==> src/rtl/pp_pkg.sv <==
package pp_pkg;
  localparam int DW = 8;
  localparam int HW = DW / 2;

  localparam logic [1:0] AM_SIMPLE = 2'b00;
  localparam logic [1:0] AM_STROBE = 2'b01;

  typedef struct packed {
    logic       define;
    logic [1:0] a_mode;
    logic       a_in;
    logic       cu_in;
    logic       b_stb;
    logic       b_in;
    logic       cl_in;
  } cfg_t;

  localparam cfg_t CFG_RESET = '{define: 1'b1, a_mode: AM_SIMPLE, a_in: 1'b1,
                                 cu_in: 1'b1, b_stb: 1'b0, b_in: 1'b1, cl_in: 1'b1};

  localparam logic [1:0] ADR_A = 2'd0;
  localparam logic [1:0] ADR_B = 2'd1;
  localparam logic [1:0] ADR_C = 2'd2;
  localparam logic [1:0] ADR_K = 2'd3;
endpackage

==> src/rtl/pp_busif.sv <==
module pp_busif #(
  parameter int DW = 8
) (
  input  logic          clk,
  input  logic          rst,
  input  logic          cs,
  input  logic [1:0]    addr,
  input  logic          rd,
  input  logic          wr,
  input  logic [DW-1:0] wdata,
  input  logic [DW-1:0] a_val,
  input  logic [DW-1:0] b_val,
  input  logic [DW-1:0] c_val,
  input  logic [DW-1:0] k_val,
  output logic          we_a,
  output logic          we_b,
  output logic          we_c,
  output logic          we_k,
  output logic          re_a,
  output logic          re_b,
  output logic [DW-1:0] rdata
);
  import pp_pkg::*;

  logic acc_wr, acc_rd;
  logic [DW-1:0] sel_val;

  assign acc_wr = cs && wr;
  assign acc_rd = cs && rd;
  assign we_a   = acc_wr && (addr == ADR_A);
  assign we_b   = acc_wr && (addr == ADR_B);
  assign we_c   = acc_wr && (addr == ADR_C);
  assign we_k   = acc_wr && (addr == ADR_K) && wdata[DW-1];
  assign re_a   = acc_rd && (addr == ADR_A);
  assign re_b   = acc_rd && (addr == ADR_B);

  always_comb begin
    unique case (addr)
      ADR_A:   sel_val = a_val;
      ADR_B:   sel_val = b_val;
      ADR_C:   sel_val = c_val;
      default: sel_val = k_val;
    endcase
  end

  always_ff @(posedge clk) begin
    if (rst)         rdata <= '0;
    else if (acc_rd) rdata <= sel_val;
  end

  // one bus strobe per access, and rdata holds when no read is sampled
  a_r10_one_strobe: assert property (@(posedge clk) disable iff (rst)
    !(cs && rd && wr));
  a_r10_hold: assert property (@(posedge clk) disable iff (rst)
    !acc_rd |=> $stable(rdata));
endmodule

==> src/rtl/pp_hs.sv <==
module pp_hs #(
  parameter int DW = 8
) (
  input  logic          clk,
  input  logic          rst,
  input  logic          clr,
  input  logic          in_en,
  input  logic          out_en,
  input  logic          cpu_wr,
  input  logic          cpu_rd,
  input  logic [DW-1:0] wdata,
  input  logic          strobe_n,
  input  logic          take_n,
  input  logic [DW-1:0] din,
  output logic [DW-1:0] out_q,
  output logic [DW-1:0] in_q,
  output logic          full,
  output logic          avail
);
  logic prev_s, prev_t;
  logic fall_s, fall_t;

  assign fall_s = prev_s && !strobe_n;
  assign fall_t = prev_t && !take_n;

  always_ff @(posedge clk) begin
    if (rst) begin
      prev_s <= 1'b1;
      prev_t <= 1'b1;
      out_q  <= '0;
      in_q   <= '0;
      full   <= 1'b0;
      avail  <= 1'b0;
    end else begin
      prev_s <= strobe_n;
      prev_t <= take_n;
      if (clr) begin
        out_q <= '0;
        in_q  <= '0;
        full  <= 1'b0;
        avail <= 1'b0;
      end else begin
        if (cpu_wr) out_q <= wdata;
        if (in_en && fall_s) begin
          in_q <= din;
          full <= 1'b1;
        end else if (cpu_rd) begin
          full <= 1'b0;
        end
        if (out_en && cpu_wr) avail <= 1'b1;
        else if (fall_t)      avail <= 1'b0;
      end
    end
  end

  // strobe edge captures data and raises the full flag; read clears it
  a_r6_capture: assert property (@(posedge clk) disable iff (rst)
    (!clr && in_en && fall_s) |=> (full && in_q == $past(din)));
  a_r6_read_clear: assert property (@(posedge clk) disable iff (rst)
    (!clr && cpu_rd && !(in_en && fall_s)) |=> !full);
  // a port write raises data-ready; acknowledge edge drops it
  a_r7_avail_set: assert property (@(posedge clk) disable iff (rst)
    (!clr && out_en && cpu_wr) |=> (avail && out_q == $past(wdata)));
  a_r7_take_clear: assert property (@(posedge clk) disable iff (rst)
    (!clr && fall_t && !cpu_wr) |=> !avail);
endmodule

==> src/rtl/pp_portc.sv <==
module pp_portc #(
  parameter int DW = 8
) (
  input  pp_pkg::cfg_t  cfg,
  input  logic [DW-1:0] c_lat,
  input  logic [DW-1:0] pc_in,
  input  logic          a_full,
  input  logic          a_avail,
  input  logic          b_flag,
  output logic [DW-1:0] pc_out,
  output logic [DW-1:0] pc_oe,
  output logic [DW-1:0] c_val
);
  import pp_pkg::*;

  logic a_sin, a_sout, a_bid;
  logic [DW-1:0] hs_in, hs_out, hs_val, gen_dir;

  assign a_bid  = cfg.a_mode[1];
  assign a_sin  = (cfg.a_mode == AM_STROBE) && cfg.a_in;
  assign a_sout = (cfg.a_mode == AM_STROBE) && !cfg.a_in;

  always_comb begin
    hs_in  = '0;
    hs_out = '0;
    hs_val = '0;
    hs_in[HW]    = a_sin || a_bid;
    hs_out[HW+1] = a_sin || a_bid;
    hs_in[HW+2]  = a_sout || a_bid;
    hs_out[HW+3] = a_sout || a_bid;
    hs_in[0]     = cfg.b_stb;
    hs_out[1]    = cfg.b_stb;
    hs_val[HW+1] = a_full;
    hs_val[HW+3] = a_avail;
    hs_val[1]    = b_flag;
  end

  for (genvar g = 0; g < DW; g++) begin : g_bit
    assign gen_dir[g] = (g >= HW) ? !cfg.cu_in : !cfg.cl_in;
    assign pc_oe[g]   = hs_out[g] || (!hs_in[g] && gen_dir[g]);
    assign pc_out[g]  = hs_out[g] ? hs_val[g] : c_lat[g];
    assign c_val[g]   = pc_oe[g] ? pc_out[g] : pc_in[g];
  end

  // a handshake input pin is never driven by the block
  a_r8_no_drive_on_hs_in: assert final ((pc_oe & hs_in) == '0);
endmodule

==> src/rtl/parallel_io_port.sv <==
module parallel_io_port (
  input  logic       clk,
  input  logic       rst,
  input  logic       cs,
  input  logic [1:0] addr,
  input  logic       rd,
  input  logic       wr,
  input  logic [7:0] wdata,
  output logic [7:0] rdata,
  input  logic [7:0] pa_in,
  output logic [7:0] pa_out,
  output logic       pa_oe,
  input  logic [7:0] pb_in,
  output logic [7:0] pb_out,
  output logic       pb_oe,
  input  logic [7:0] pc_in,
  output logic [7:0] pc_out,
  output logic [7:0] pc_oe
);
  import pp_pkg::*;

  cfg_t cfg_q;
  logic we_a, we_b, we_c, we_k, re_a, re_b;
  logic [DW-1:0] a_val, b_val, c_val, c_lat;
  logic [DW-1:0] a_out, a_inq, b_out, b_inq;
  logic a_full, a_avail, b_full, b_avail;
  logic a_bid, a_in_en, a_out_en, b_in_en, b_out_en;
  logic pa_oe_q;

  pp_busif #(.DW(DW)) u_bus (
    .clk(clk), .rst(rst), .cs(cs), .addr(addr), .rd(rd), .wr(wr), .wdata(wdata),
    .a_val(a_val), .b_val(b_val), .c_val(c_val), .k_val(cfg_q),
    .we_a(we_a), .we_b(we_b), .we_c(we_c), .we_k(we_k),
    .re_a(re_a), .re_b(re_b), .rdata(rdata)
  );

  always_ff @(posedge clk) begin
    if (rst) begin
      cfg_q <= CFG_RESET;
      c_lat <= '0;
    end else if (we_k) begin
      cfg_q <= cfg_t'(wdata);
      c_lat <= '0;
    end else if (we_c) begin
      c_lat <= wdata;
    end
  end

  assign a_bid    = cfg_q.a_mode[1];
  assign a_in_en  = a_bid || ((cfg_q.a_mode == AM_STROBE) && cfg_q.a_in);
  assign a_out_en = a_bid || ((cfg_q.a_mode == AM_STROBE) && !cfg_q.a_in);
  assign b_in_en  = cfg_q.b_stb && cfg_q.b_in;
  assign b_out_en = cfg_q.b_stb && !cfg_q.b_in;

  pp_hs #(.DW(DW)) u_hs_a (
    .clk(clk), .rst(rst), .clr(we_k), .in_en(a_in_en), .out_en(a_out_en),
    .cpu_wr(we_a), .cpu_rd(re_a), .wdata(wdata),
    .strobe_n(pc_in[HW]), .take_n(pc_in[HW+2]), .din(pa_in),
    .out_q(a_out), .in_q(a_inq), .full(a_full), .avail(a_avail)
  );

  pp_hs #(.DW(DW)) u_hs_b (
    .clk(clk), .rst(rst), .clr(we_k), .in_en(b_in_en), .out_en(b_out_en),
    .cpu_wr(we_b), .cpu_rd(re_b), .wdata(wdata),
    .strobe_n(pc_in[0]), .take_n(pc_in[0]), .din(pb_in),
    .out_q(b_out), .in_q(b_inq), .full(b_full), .avail(b_avail)
  );

  pp_portc #(.DW(DW)) u_pc (
    .cfg(cfg_q), .c_lat(c_lat), .pc_in(pc_in),
    .a_full(a_full), .a_avail(a_avail), .b_flag(cfg_q.b_in ? b_full : b_avail),
    .pc_out(pc_out), .pc_oe(pc_oe), .c_val(c_val)
  );

  always_comb begin
    if (a_in_en)          a_val = a_inq;
    else if (cfg_q.a_in)  a_val = pa_in;
    else                  a_val = a_out;
    if (b_in_en)          b_val = b_inq;
    else if (cfg_q.b_in)  b_val = pb_in;
    else                  b_val = b_out;
  end

  always_ff @(posedge clk) begin
    if (rst)        pa_oe_q <= 1'b0;
    else if (a_bid) pa_oe_q <= !pc_in[HW+2];
    else            pa_oe_q <= !cfg_q.a_in;
  end

  assign pa_out = a_out;
  assign pa_oe  = pa_oe_q;
  assign pb_out = b_out;
  assign pb_oe  = !cfg_q.b_in;

  // a definition write leaves every output latch and flag at zero
  a_r2_clear: assert property (@(posedge clk) disable iff (rst)
    we_k |=> (pa_out == '0 && pb_out == '0 && c_lat == '0 && !a_full && !a_avail && !b_full && !b_avail));
  // a control write with the define bit clear leaves the configuration alone
  a_r3_ignore: assert property (@(posedge clk) disable iff (rst)
    (cs && wr && addr == ADR_K && !wdata[DW-1]) |=> $stable(cfg_q));
  // in bidirectional mode the port A driver follows the acknowledge line
  a_r9_bidir_oe: assert property (@(posedge clk) disable iff (rst)
    (a_bid && pc_in[HW+2]) |=> !pa_oe);
endmodule

==> config.mk <==
export PLATFORM = sky130hd
export DESIGN_NAME = parallel_io_port
export DESIGN_NICKNAME = d
export VERILOG_FILES = /design/src/rtl/pp_pkg.sv /design/src/rtl/pp_busif.sv /design/src/rtl/pp_hs.sv /design/src/rtl/pp_portc.sv /design/src/rtl/parallel_io_port.sv
export SDC_FILE = /design/constraint.sdc
export NUM_CORES = 1
export LEC_CHECK = 0
export BUFFER_PORTS_ARGS = -buffer_cell sky130_fd_sc_hd__buf_2
export CAP_MARGIN = 15
export CORE_UTILIZATION = 48
export DETAILED_ROUTE_END_ITERATION = 16
export PLACE_DENSITY_LB_ADDON = 0.08
export SETUP_SLACK_MARGIN = 0.3
export SLEW_MARGIN = 20
export SYNTH_ARGS = -nofsm -noshare
export SYNTH_HDL_FRONTEND = slang
export SYNTH_SLANG_ARGS = --single-unit
==> constraint.sdc <==
create_clock -name clk -period 1.55 [get_ports clk]
set_input_delay 0.2325 -clock clk [delete_from_list [all_inputs] [get_ports clk]]
set_output_delay 0.2325 -clock clk [all_outputs]
set_load 0.05 [all_outputs]
==> reports/metrics.yaml, run 1 <==
route:
  finalWirelength_um: 10600
  drc: 0
  avgRoutedWirePerCell_um: 17.6
  drtIter0Drc: 254
  antenna_left: 0
  drt-pass1-iter-count: 5
  vias_per_cell: 5.68
  num_vias: 3435
worst_setup_path:
  cpMostUsedCell: "buf_6"
  r2r_cells: 8
  r2r-end: "u_hs_a.in_q[0]"
  cp_slowest_stage_delay_ps: 370
  required_ps: 1320
  start_kind: "flip-flop"
  r2r_slack_ps: -80
  arrival_ps: 1450
  cp_max_fo: 4
  crit_path_top_delay_cell: "dfxtp_4"
  path_class: "reg2out"
  worstReg2RegStart: "cfg_q[4]"
  crit_chain: "a21oi_4 -> buf_6 -> mux2_4 -> buf_6"
  end_kind: "output port"
synthesis:
  async_flop_share: 0
  synth_ff_type: "dfxtp_1"
  synth_enable_flop_cells: 0
  ys_seq_area_frac: 0.399
  syn-cell-area_mm2: 0.00321
  synth-seq-cells: 64
  synth.net_count: 435
  postSynthAreaPerCell_um2: 8.10
  ys_types: 46
  yosys_warnings: 0
  syn_inst: 396
power_and_ir_drop:
  pwr-share-seq: 0.428
  p_leak_nw: 2.02
  power_frac_clock: 0.412
  p_sw_w: 0.00110
  ir_worst_vdd_uv: 587
  power_density_mw_per_mm2: 827
  comb_power_share: 0.160
  internal_power_w: 0.00288
  swShare: 0.277
cells_and_area:
  diodes: 0
  drive_above_1_share: 0.460
  final_cell_mix: "nand2_1 (75), dfxtp_1 (55), buf_2 (50)"
  layout_commonest_cell: "nand2_1"
  syn2layout_area_growth_pct: 50.0
  fin_nets: 562
clock_tree:
  h-tree-depth: 3
  cts_tree: "built"
  root_buffer: "clkbuf_8"
  clock_sinks: 64
  cts_made_buffers: 9
  clk_pin_slew_ps: 80
  clk_latency_ps: 350
  clock_path_buffers: 2
grt:
  grt_use_met1: 0.398
  grt_usage: 0.297
  grt_pass1_wl_um: 16400
  top_usage_layer: "met2"
  grt-ovfl-total: 0
  grt_antenna_before_repair: 0
  use_met3: 0.0673
  grt.met2_usage: 0.477
  grt_pass1_vias: 3327
  grt_max_degree: 20
outcome:
  failed_checks: "setup timing"
  status: "finished with violations"
worst_hold_path:
  hp-class: "in2reg"
  hold_end: "pa_oe"
  min_delay_path_depth: 2
  hp-start: "pc_in[6]"
sta:
  max-slew-margin-rel: 0.706
  rsz0062_at_grt: "true"
  setup_violations: 13
  layout_worst_path_cycle_share: 1.08
  hold_viol: 0
  hold_ws_ps: 103
  skew_ps: 8.28
  period_needed_ps: 1680
  setup_slack_ps: -130
  fmaxAchievable_mhz: 595
  tightestPinTransition_ps: 441
  slew_viol_final: 0
  finalSetupTns_ps: -781
floorplanning:
  die_x_um: 83.8
  fp.coreArea_mm2: 0.00639
  chipHeight_um: 83.8
  initial_core_util: 0.503
  die_area_mm2: 0.00702
  ios: 81
  std_cell_rows: 29
place:
  place_congestion: 0.899
  numPortBuffers: 80
  hpwl_um: 7100
flow_run:
  cap_violations: 0
## area by class of cell
class                      count  area (um2)
timing repair buffer         151        1230
clock buffer                  11         141
tap                           77        96.3
clock inverter                 5        80.1
multi-input combinational    290        1930
inverter                       7        33.8
fill                         472        1570
sequential                    64        1310
## worst max-delay path by stage
| stage | from | to |
|---|---|---|
| 6_report | cfg_q[5] | pc_out[5] |
| 5_1_grt | cfg_q[5] | pc_out[5] |
| 3_3_place_gp | cfg_q[3] | u_bus.rdata[5] |
| 2_1_floorplan | cfg_q[4] | u_bus.rdata[4] |
| 4_1_cts | cfg_q[5] | pc_out[5] |
| 3_5_place_dp | cfg_q[4] | u_bus.rdata[0] |
## worst max-delay path, delay by kind of cell (launching register included)
family / cells / cell delay (ps)
mux: 1 / 290
flops: 1 / 370
buf+inv: 2 / 270
compound gates: 1 / 170
## power groups by stage
stage	Clock [W]	Combinational (W)	Sequential [W]
after floorplan	0	0.000279	0.00181
after global placement	0	0.000527	0.00175
after detailed placement	0	0.000530	0.00175
after CTS	0.00163	0.000596	0.00170
after global routing	0.00172	0.000678	0.00171
final	0.00164	0.000638	0.00170
## per-layer routing
layer / part of all wire / vias to the layer above
met5: 0 / -
met4: 0.020 / 0
met3: 0.056 / 24
met2: 0.48 / 117
met1: 0.44 / 1680
li1: - / 1614
## sequential cells by signal, indices dropped and copies added, names as in the netlist, 7 cells and up
signal,flops
u_hs_a.in_q,8
u_hs_b.in_q,8
cfg_q,7
u_hs_a.out_q,8
u_hs_b.out_q,8
c_lat,8
u_bus.rdata,8
## Yosys cell counts, types with 3 or more instances
cell type	number	share of area
nor2b_1	8	0.016
buf_4	16	0.037
o21ai_0	13	0.020
mux2i_1	24	0.075
nand2_1	85	0.099
o211ai_1	3	0.0070
buf_6	4	0.014
clkbuf_1	6	0.0070
and2_1	3	0.0058
nand2b_1	5	0.0097
nor2_1	34	0.040
buf_2	7	0.011
a211oi_1	8	0.019
o221ai_1	4	0.011
or2_2	5	0.0097
and3_1	5	0.0097
nand3_1	4	0.0062
dfxtp_1	64	0.40
a21oi_1	49	0.076
inv_1	7	0.0082
mux2_2	7	0.025
## kinds of logic after synthesis
family                 after synthesis  synth area share
AND/OR/NAND/NOR                    163             0.231
AO/OA/AOI/OAI                       95             0.187
flip-flops                          64             0.399
buffers and inverters               42            0.0799
multiplexers                        32             0.103
## stage by stage
step | utilization | total power [W] | std cells | cell area [um2] | setup slack (ps)
5_1_grt | 0.754 | 0.00411 | 605 | 4810 | -151
3_5_place_dp | 0.603 | 0.00228 | 560 | 3850 | -15.9
4_1_cts | 0.712 | 0.00393 | 598 | 4550 | -110
3_3_place_gp | 0.603 | 0.00227 | 560 | 3850 | 6.43
6_report | 0.754 | 0.00398 | 605 | 4810 | -130
2_1_floorplan | - | 0.00209 | 396 | 3290 | -185
## repair_timing
item	4_1_cts	5_1_grt
pin swaps	24	20
endpoints found under the setup margin	40	53
setup buffers	22	6
cloned	0	1
hold buffers	0	0
resized for setup	92	72
Note: power is estimated with default switching activity, not from simulation.
==> run 2: changes to the inputs <==
--- a/config.mk
+++ b/config.mk
@@ -9,6 +9,7 @@
 export CAP_MARGIN = 15
 export CORE_UTILIZATION = 48
 export DETAILED_ROUTE_END_ITERATION = 16
+export MAX_ROUTING_LAYER = met4
 export PLACE_DENSITY_LB_ADDON = 0.08
 export SETUP_SLACK_MARGIN = 0.3
 export SLEW_MARGIN = 20
==> run 2 against run 1 <==
The flow still finishes with violations (setup timing); sequential share of layout area rose by 0.16 points; cell area shrank 0.57%; routed wire length decreased by 1.7%; sequential power about the same; combinational power is 0.8% lower; register-to-register slack hardly changed; largest power group unchanged; global-route usage up 0.63 points; critical endpoint unchanged; total power fell by 0.12%; via count down 1.7%; non-clock buffer count is 1 lower.
==> reports/metrics.yaml, run 2 (synthesis results as in run 1) <==
sta:
  fmaxAchievable_mhz: 595
  slew_viol_final: 0
  layout_worst_path_cycle_share: 1.08
  setup_violations: 14
  max-slew-margin-rel: 0.701
  setup_slack_ps: -129
  hold_viol: 0
  period_needed_ps: 1680
  tightestPinTransition_ps: 448
  skew_ps: 9.56
  rsz0062_at_grt: "true"
grt:
  grt-ovfl-total: 0
  grt_pass1_vias: 3329
  grt_usage: 0.303
  grt_pass1_wl_um: 16400
  grt_max_degree: 20
  grt_antenna_before_repair: 0
route:
  antenna_left: 0
  drc: 0
  num_vias: 3375
  finalWirelength_um: 10500
  drtIter0Drc: 248
  avgRoutedWirePerCell_um: 17.3
  drt-pass1-iter-count: 4
  vias_per_cell: 5.59
clock_tree:
  clock_sinks: 64
  clk_pin_slew_ps: 80
  clock_path_buffers: 2
  cts_tree: "built"
  clk_latency_ps: 350
  cts_hold_buf: 0
  h-tree-depth: 3
  cts_made_buffers: 9
  root_buffer: "clkbuf_8"
floorplanning:
  ios: 81
  die_x_um: 83.8
  std_cell_rows: 29
  fp.coreArea_mm2: 0.00639
  die_area_mm2: 0.00702
  initial_core_util: 0.503
  chipHeight_um: 83.8
place:
  place_area_mm2: 0.00385
  pre_cts_ws_ps: -15.9
  dp_cells: 560
  numPortBuffers: 80
  hpwl_um: 7100
  place_congestion: 0.914
cells_and_area:
  diodes: 0
  final_cell_mix: "nand2_1 (75), dfxtp_1 (55), buf_2 (53)"
  post-route-cell-area_mm2: 0.00479
  layoutNonFillerInstCount: 604
  syn2layout_area_growth_pct: 49.2
  layout_commonest_cell: "nand2_1"
  drive_above_1_share: 0.459
  fin_nets: 561
worst_setup_path:
  crit_family: "flip-flops"
  crit_path_top_delay_cell: "dfxtp_4"
  cpMostUsedCell: "buf_6"
  crit_chain: "a21oi_4 -> buf_6 -> mux2_4 -> buf_6"
  cp_slowest_stage_delay_ps: 370
  arrival_ps: 1450
  crit_buf_inv: 2
  start_kind: "flip-flop"
  cp_max_fo: 4
  end_kind: "output port"
  required_ps: 1320
  path_class: "reg2out"
power_and_ir_drop:
  power_frac_clock: 0.412
  comb_power_share: 0.159
  ir_worst_vdd_uv: 588
  swShare: 0.277
  internal_power_w: 0.00287
  p_sw_w: 0.00110
  power_density_mw_per_mm2: 830
  pwr-share-seq: 0.428
  p_leak_nw: 2.01
outcome:
  failed_checks: "setup timing"
  status: "finished with violations"
flow_run:
  cap_violations: 0
worst_hold_path:
  hp-class: "in2reg"
==> run 2: cell count changes in the layout (fill, tap and decap cells not counted) <==
| cell | before | now |
|---|---|---|
| nor2_2 | 4 | 5 |
| nor2_4 | 3 | 2 |
| buf_2 | 50 | 53 |
| buf_6 | 35 | 33 |
| buf_4 | 47 | 44 |
| clkbuf_4 | 8 | 9 |
==> run 2: worst register-to-register path, delay by kind of cell, from the launching register on <==
kind / cells / cell delay (ps)
simple gates: 2 / 300
mux: 1 / 200
buf+inv: 4 / 560
compound gates: 1 / 70
flops: 1 / 400
==> run 2: stage by stage <==
stage	utilization	power, W	hold WS, ps	TNS [ps]
2_1_floorplan	-	0.00209	332	-209
3_3_place_gp	0.603	0.00227	436	0
3_5_place_dp	0.603	0.00228	438	-17.3
4_1_cts	0.712	0.00393	107	-258
5_1_grt	0.750	0.00410	113	-1520
6_report	0.750	0.00398	102	-719
==> run 2: what timing repair did <==
action / 4_1_cts / 5_1_grt
cloned: 0 / 1
resized for setup: 92 / 62
pin swaps: 24 / 18
setup endpoints to repair: 40 / 50
hold endpoints to repair: 0 / 0
setup buffers: 22 / 5
==> run 2: path summary, 6_finish.rpt <==
path / startpoint / end / slack (ps) / cells after the start
worst min-delay path: pc_in[6] / pa_oe / 100 / 2
worst max register to register: cfg_q[4] / u_hs_a.in_q[0] / -70 / 8
worst min register to register: cfg_q[7] / cfg_q[7] / 450 / 1
worst max-delay path: cfg_q[5] / pc_out[5] / -130 / 4
==> run 2: power groups by stage <==
stage / Combinational (W) / Clock [W] / Sequential [W]
after floorplan: 0.000279 / 0 / 0.00181
after global placement: 0.000527 / 0 / 0.00175
after detailed placement: 0.000530 / 0 / 0.00175
after CTS: 0.000596 / 0.00163 / 0.00170
after global routing: 0.000673 / 0.00172 / 0.00171
final: 0.000633 / 0.00164 / 0.00170
==> run 2: area by class of cell <==
cell class	instances	area (um2)
timing repair buffer	150	1200
inverter	7	33.8
sequential	64	1310
tap	77	96.3
fill	478	1600
clock buffer	11	141
multi-input combinational	290	1930
clock inverter	5	80.1
==> run 2: layer usage <==
metal / up-vias / wire length, um / GRT usage / share of wire
met4: 0 / 218 / 0.112 / 0.021
met2: 108 / 4980 / 0.478 / 0.48
met3: 24 / 563 / 0.0396 / 0.054
met1: 1631 / 4700 / 0.398 / 0.45
met5: - / 0 / - / 0
li1: 1612 / - / - / -
==> run 3: changes to the inputs <==
--- a/config.mk
+++ b/config.mk
@@ -7,7 +7,9 @@
 export LEC_CHECK = 0
 export BUFFER_PORTS_ARGS = -buffer_cell sky130_fd_sc_hd__buf_2
 export CAP_MARGIN = 15
-export CORE_UTILIZATION = 48
+export CELL_PAD_IN_SITES_DETAIL_PLACEMENT = 0
+export CELL_PAD_IN_SITES_GLOBAL_PLACEMENT = 1
+export CORE_UTILIZATION = 35
 export DETAILED_ROUTE_END_ITERATION = 16
 export MAX_ROUTING_LAYER = met4
 export PLACE_DENSITY_LB_ADDON = 0.08
==> run 3 against run 2 <==
The run ends with DRC, setup timing left; sequential cell count is the same; clock power shrank 10%; first-iteration DRC count decreased by 61%; highest routed layer unchanged; maximum frequency rose by 1.6%.
==> reports/metrics.yaml, run 3 (synthesis results as in run 1) <==
clock_tree:
  cts_made_buffers: 9
  clk_pin_slew_ps: 70
  cts_tree: "built"
  clock_path_buffers: 2
  cts_hold_buf: 0
  clk_latency_ps: 340
  clock_sinks: 64
  h-tree-depth: 3
  root_buffer: "clkbuf_8"
route:
  drt-pass1-iter-count: 12
  avgRoutedWirePerCell_um: 17.4
  finalWirelength_um: 10800
  vias_per_cell: 5.13
  drc: 6
  antenna_left: 0
  drtIter0Drc: 96
  num_vias: 3173
sta:
  period_needed_ps: 1650
  hold_ws_ps: 117
  hold_viol: 0
  slew_viol_final: 0
  rsz0062_at_grt: "true"
  setup_violations: 9
  fmaxAchievable_mhz: 605
  finalSetupTns_ps: -313
  setup_slack_ps: -103
  layout_worst_path_cycle_share: 1.07
  tightestPinTransition_ps: 410
  max-slew-margin-rel: 0.726
  skew_ps: 9.33
floorplanning:
  fp.coreArea_mm2: 0.00881
  initial_core_util: 0.364
  std_cell_rows: 34
  die_area_mm2: 0.00956
  die_x_um: 97.8
  ios: 81
  chipHeight_um: 97.8
outcome:
  status: "finished with violations"
  failed_checks: "DRC, setup timing"
worst_setup_path:
  cp_max_fo: 4
  r2r_slack_ps: -40
  required_ps: 1320
  path_class: "reg2out"
  end_kind: "output port"
  arrival_ps: 1420
  start_kind: "flip-flop"
cells_and_area:
  post-route-cell-area_mm2: 0.00461
  drive_above_1_share: 0.423
  final_cell_mix: "nand2_1 (82), dfxtp_1 (55), buf_2 (54)"
  utilization: 0.523
  fin_nets: 545
  syn2layout_area_growth_pct: 43.5
  layout_commonest_cell: "nand2_1"
  diodes: 0
place:
  place_congestion: 0.780
  numPortBuffers: 80
  place_area_mm2: 0.00389
  hpwl_um: 7840
  pre_cts_ws_ps: -6.44
grt:
  grt_usage: 0.241
  grt_max_degree: 20
  grt-ovfl-total: 0
  grt_pass1_wl_um: 17200
  grt_pass1_vias: 3287
  grt_antenna_before_repair: 0
flow_run:
  cap_violations: 0
power_and_ir_drop:
  p_leak_nw: 1.90
  power_density_mw_per_mm2: 825
  ir_worst_vdd_uv: 466
worst_hold_path:
  hp-class: "in2reg"
[run 3: cell type report]
class,count,area (um2)
Timing Repair Buffer,134,1040
Tap cell,108,135
Multi-Input combinational cell,290,1900
Sequential cell,64,1300
Fill cell,897,4200
Clock inverter,3,40.0
Clock buffer,13,159
Inverter,7,33.8
[run 3: per-stage QoR]
stage               power (W)  std cells
floorplan             0.00209        396
global placement      0.00230        587
detailed placement    0.00230        587
CTS                   0.00383        617
global route          0.00395        619
finish                0.00380        619
[run 3: per-layer routing]
metal	GRT usage	up-vias	part of all wire	wire [um]
met4	0.0862	0	0.021	226
met5	-	-	0	0
met1	0.316	1493	0.48	5170
met2	0.373	77	0.46	5000
li1	-	1585	-	-
met3	0.0415	18	0.033	359
[run 3: worst paths after layout]
kind,from,endpoint,cells past startpoint
hold / removal,pc_in[6],pa_oe,2
setup / recovery,cfg_q[5],pc_out[5],4
setup reg to reg,cfg_q[5],u_hs_a.in_q[3],8
hold reg to reg,cfg_q[7],cfg_q[7],1
[run 3: timing repair]
action | CTS | global route
setup buffers | 13 | 2
endpoints found under the setup margin | 38 | 54
pin swaps | 20 | 5
gates resized for setup | 88 | 31
cloned | 1 | 0
[run 3: worst max-delay path: stages (launching register included)]
cell and delay, ps:
dfxtp_2 350, a21oi_4 170, buf_6 120, mux2_4 290, buf_6 150
[run 3: where the power goes]
part           switching [W]  total [W]  internal [W]
combinational       0.000384   0.000631      0.000248
clock               0.000640    0.00147      0.000827
sequential         0.0000283    0.00170       0.00168
total                0.00105    0.00380       0.00275
